**config.mk**
```make
export PLATFORM = sky130hd
export DESIGN_NAME = posit_norm_encode
export DESIGN_NICKNAME = d
export VERILOG_FILES = /design/src/rtl/posit_norm_encode.sv
export SDC_FILE = /design/constraint.sdc
export NUM_CORES = 1
export LEC_CHECK = 0
export BUFFER_PORTS_ARGS = -buffer_cell sky130_fd_sc_hd__buf_2
export CAP_MARGIN = 5
export CELL_PAD_IN_SITES_DETAIL_PLACEMENT = 0
export CELL_PAD_IN_SITES_GLOBAL_PLACEMENT = 1
export CORE_MARGIN = 2
export CORE_UTILIZATION = 50
export CTS_CLUSTER_DIAMETER = 150
export DETAILED_ROUTE_END_ITERATION = 8
export PLACE_DENSITY_LB_ADDON = 0.1
export SLEW_MARGIN = 0
export SYNTH_ARGS = -nofsm -noshare
export SYNTH_HDL_FRONTEND = slang
export SYNTH_SLANG_ARGS = --single-unit
```
**constraint.sdc**
```tcl
create_clock -name clk -period 14.9 [get_ports clk]
set_input_delay 2.98 -clock clk [delete_from_list [all_inputs] [get_ports clk]]
set_output_delay 2.98 -clock clk [all_outputs]
set_load 0.01 [all_outputs]
```
**src/rtl/posit_norm_encode.sv**
```systemverilog
module posit_norm_encode #(
  parameter int MAG_W  = 16,
  parameter int EXP_W  = 8,
  parameter int OUT_N  = 16,
  parameter int OUT_ES = 1
) (
  input  logic             clk,
  input  logic             rst_n,
  input  logic             in_valid,
  input  logic             in_sign,
  input  logic [MAG_W-1:0] in_mag,
  input  logic [EXP_W-1:0] in_exp,
  input  logic             in_nar,
  output logic             out_valid,
  output logic [OUT_N-1:0] out_posit
);
  localparam int LZ_W   = $clog2(MAG_W);
  localparam int SW     = EXP_W + LZ_W + 1;
  localparam int TAIL_W = 1 + OUT_ES + MAG_W - 1;
  localparam int L      = TAIL_W + OUT_N;
  localparam int K_TOP  = OUT_N - 2;

  logic [LZ_W-1:0] lz;
  always_comb begin
    lz = '0;
    for (int i = 0; i < MAG_W; i++)
      if (in_mag[i]) lz = LZ_W'(MAG_W - 1 - i);
  end

  logic [MAG_W-1:0] norm;
  logic signed [SW-1:0] scale_c;
  assign norm    = in_mag << lz;
  assign scale_c = $signed({{(SW-EXP_W){in_exp[EXP_W-1]}}, in_exp})
                 - $signed({{(SW-LZ_W){1'b0}}, lz});

  logic                 s1_valid, s1_sign, s1_zero, s1_nar;
  logic signed [SW-1:0] s1_scale;
  logic [MAG_W-2:0]     s1_frac;

  always_ff @(posedge clk or negedge rst_n) begin
    if (!rst_n) begin
      s1_valid <= 1'b0;
      s1_sign  <= 1'b0;
      s1_zero  <= 1'b0;
      s1_nar   <= 1'b0;
      s1_scale <= '0;
      s1_frac  <= '0;
    end else begin
      s1_valid <= in_valid;
      s1_sign  <= in_sign;
      s1_zero  <= (in_mag == '0);
      s1_nar   <= in_nar;
      s1_scale <= scale_c;
      s1_frac  <= norm[MAG_W-2:0];
    end
  end

  logic signed [SW-1:0] k;
  logic                 neg_k;
  logic [SW-1:0]        run;
  logic [TAIL_W-1:0]    tail;
  assign k     = s1_scale >>> OUT_ES;
  assign neg_k = k[SW-1];
  assign run   = neg_k ? SW'(-k) : SW'(k + 1);

  generate
    if (OUT_ES > 0) begin : g_exp
      assign tail = {neg_k, s1_scale[OUT_ES-1:0], s1_frac};
    end else begin : g_noexp
      assign tail = {neg_k, s1_frac};
    end
  endgenerate

  logic [L-1:0] placed, fill, str;
  assign placed = {tail, {OUT_N{1'b0}}} >> run;
  assign fill   = neg_k ? '0 : ~({L{1'b1}} >> run);
  assign str    = placed | fill;

  logic [OUT_N-2:0] body, body_r, mag_p;
  logic guard, sticky, sat_hi, sat_lo;
  assign body   = str[L-1 -: OUT_N-1];
  assign guard  = str[L-OUT_N];
  assign sticky = |str[L-OUT_N-1:0];
  assign body_r = body + {{(OUT_N-2){1'b0}}, guard & (body[0] | sticky)};
  assign sat_hi = int'(k) > K_TOP;
  assign sat_lo = int'(k) < -K_TOP;
  assign mag_p  = sat_hi ? '1 : sat_lo ? {{(OUT_N-2){1'b0}}, 1'b1} : body_r;

  logic [OUT_N-1:0] pos, result;
  assign pos    = {1'b0, mag_p};
  assign result = s1_nar  ? {1'b1, {(OUT_N-1){1'b0}}} :
                  s1_zero ? '0 :
                  s1_sign ? (~pos + 1'b1) : pos;

  always_ff @(posedge clk or negedge rst_n) begin
    if (!rst_n) begin
      out_valid <= 1'b0;
      out_posit <= '0;
    end else begin
      out_valid <= s1_valid;
      out_posit <= result;
    end
  end
endmodule


```
==> out/metrics.cfg <==
[run_status]
status = completed

[timing]
period_share_pct = 43.4
drv_slew = 0
finalSetupViolations = 0
tns_ns = 0
finalHoldViolations = 0
fmax_mhz = 155
tightest_slew_ns = 1.03
rsz0062_at_grt = false
skew_ns = 0.0106
min_period_ns = 6.46
slew_headroom_pct = 29.5

[global_route]
met3_usage_pct = 4.16
grt_pass1_vias = 5808
antenna_found_initial = 0
grt_pass1_wl_um = 30200
grt.busiest_layer = met2
overflow = 0
use_met1_pct = 41.3
grt_max_degree = 71
grt_use_total_pct = 30.2
met2_usage_pct = 44.6

[worst_setup_path]
crit_type = reg2reg
startpoint_type = flip-flop
regToRegEndpoint = out_posit[15]
worstPathMaxFanout = 38
reg2reg_slack_ns = 8.44
ff2ff_path_depth = 16
worstPathRequired_ns = 15.08
crit_arrival_ns = 6.64
reg2reg_from = s1_scale[1]
cp-end-kind = flip-flop
crit_start = s1_scale[1]

[min_path]
whs_path_depth = 0
min_path_type = reg2reg
holdCritStartpoint = s1_valid
holdPathEnd = out_valid

[synthesis]
synth_top_flop_cell = dfrtp_1
ys_ff_latch = 45
ys_async_sr_fraction_pct = 100
netlist_area_sq_um = 5720
synthCells = 744
synthTopCellsByArea = dfrtp_1 (20%), mux2i_1 (6.8%), a21oi_1 (5.1%)
ys_warn_count = 0
synth_edf_count = 0
synth_area_leader_cell = dfrtp_1
syn-mean-instance-area_sq_um = 7.69
ys_seq_area_share_pct = 19.7
yosysUniqueCellTypes = 95
netlist.area_leader.share_pct = 19.7
synth_nets = 783

[floorplan]
coreArea_sq_um = 11300
io_pins = 46
rows = 39
initial_core_util_pct = 50.8
die_x_um = 111
die_h_um = 111
die_area_sq_um = 12300

[clock_network]
post_cts_resized = 0
clock_path_buffers = 2
cts_tree = yes
clock_sinks = 45
clockRootBuffer = clkbuf_16
clock_latency_ns = 0.29
htree_levels = 2
numCtsBuffers = 5
cts_hold_buffers = 0
clkTransAtPathRegs_ns = 0.06
post-cts-setup-buffer-count = 0

[cells_and_area]
synthToLayoutAreaGrowth_pct = 6.27
layout.nets = 793
layout-drive-gt1-share_pct = 13.6
fillCellCount = 1084
diodes = 0
fin_util_pct = 54.0
fin_area_sq_um = 6080

[drt]
viasPerCell = 6.96
num_vias = 6251
wirelength_um = 19000
wl_per_cell_um = 21.2
drt_iter0_markers = 769
drtAntennaViolNets = 0
route.detailed.drc = 0
dr.pass1.iters = 6

[placed_design]
place_area_sq_um = 5920
port-buffer-count = 45
gp_congestion = 0.999
post-dp-hpwl_um = 14600

[pwr]
ir_drop_mv = 0.0784
power_density_nw_per_um2 = 105
p_leak_nw = 2.50

[flow_run]
drv_cap = 0

cells by family after synthesis:
kind of cell,Yosys count,share of synthesized area (%)
multiplexers,51,10.2
flip-flops,45,19.7
buffers and inverters,69,6.05
AO/OA/AOI/OAI,261,32.2
adder cells (fa/ha/maj),12,2.67
XOR/XNOR,15,2.56
AND/OR/NAND/NOR,291,26.7
sequential cells by signal (all words and copies together), names as in the netlist:
name       flops
out_posit     16
s1_frac       15
s1_scale       9
out_valid      1
s1_nar         1
s1_sign        1
s1_valid       1
s1_zero        1
power breakdown:
group | internal (mW) | leakage (nW) | total [mW] | switching [mW]
registers | 0.135 | 0.544 | 0.154 | 0.0189
clock network | 0.0788 | 0.0808 | 0.122 | 0.0429
logic | 0.124 | 1.88 | 0.364 | 0.240
worst max-delay path: stages (launching register included):
cell and delay (ns):
dfrtp_1 0.32, buf_4 0.37, inv_2 0.20, ha_1 0.85, nand2b_1 0.35, o32ai_1 0.17
a2111oi_0 0.93, nor2_1 0.18, o31a_1 0.34, nor2_1 0.12, ha_1 0.34, and4_1 0.28
mux2i_1 0.32, nand2_1 0.13, or4_1 0.65, or4_1 0.57, a31o_1 0.23
synth_stat cells (16+ instances only):
cell type  instances
a21oi_1           58
clkbuf_1          19
nand3_1           24
nor3_1            25
nor2_1            64
buf_2             16
o21ai_0           35
nand2_1           70
nand2b_1          19
dfrtp_1           45
mux2i_1           39
inv_1             16
cells in the final DEF (no fill, tap or decap), types with 4 or more instances in the layout:
master	synthesis	final
a2111oi_0	4	4
a211oi_1	8	8
a21o_1	13	13
a21oi_1	58	58
a22oi_1	6	6
a31oi_1	12	12
and2_1	11	11
and3_1	5	5
and4_1	6	6
buf_2	16	45
buf_4	6	8
clkbuf_16	0	5
dfrtp_1	45	44
ha_1	9	9
inv_1	16	16
mux2_2	7	7
mux2i_1	39	39
mux4_2	5	5
nand2_1	70	70
nand2b_1	19	19
nand3_1	24	24
nand4_1	9	9
nor2_1	64	64
nor2b_1	8	8
nor3_1	25	25
nor3b_1	5	5
nor4_1	13	13
o211a_1	4	4
o211ai_1	11	11
o21ai_0	35	35
o21ai_1	7	7
o21bai_1	7	7
o221ai_1	5	5
o22ai_1	13	13
o31ai_1	13	12
o32ai_1	10	10
or3_1	7	7
or4_1	4	4
xnor2_1	8	8
xor2_1	5	5
cell type report:
type,instances,area [sq um],area share (%)
multi-input combinational,630,4260,70.0
sequential,45,1130,18.5
timing repair buffer,53,285,4.69
tap,143,179,2.94
clock buffer,6,129,2.12
inverter,19,71.3,1.17
clock inverter,2,35.0,0.576
through the flow:
step	instances	hold slack, ns	total power, mW	setup slack [ns]
floorplan	744	0.331	0.412	9.02
global placement	890	0.343	0.508	8.79
detailed placement	890	0.339	0.506	8.57
CTS	898	0.353	0.631	8.55
global route	898	0.365	0.675	8.02
finish	898	0.349	0.640	8.44
worst max-delay path by stage:
stage,end,cells past startpoint
floorplan,s1_scale[7],12
global placement,out_posit[15],16
detailed placement,out_posit[15],16
CTS,out_posit[15],16
global route,out_posit[15],16
finish,out_posit[15],16
layer usage:
metal / part of all wire, % / vias up
met5: 0 / -
met4: 6.3 / 0
met3: 8.7 / 91
met2: 43 / 366
met1: 42 / 2911
li1: - / 2883
(Power assumes the default switching activity.)
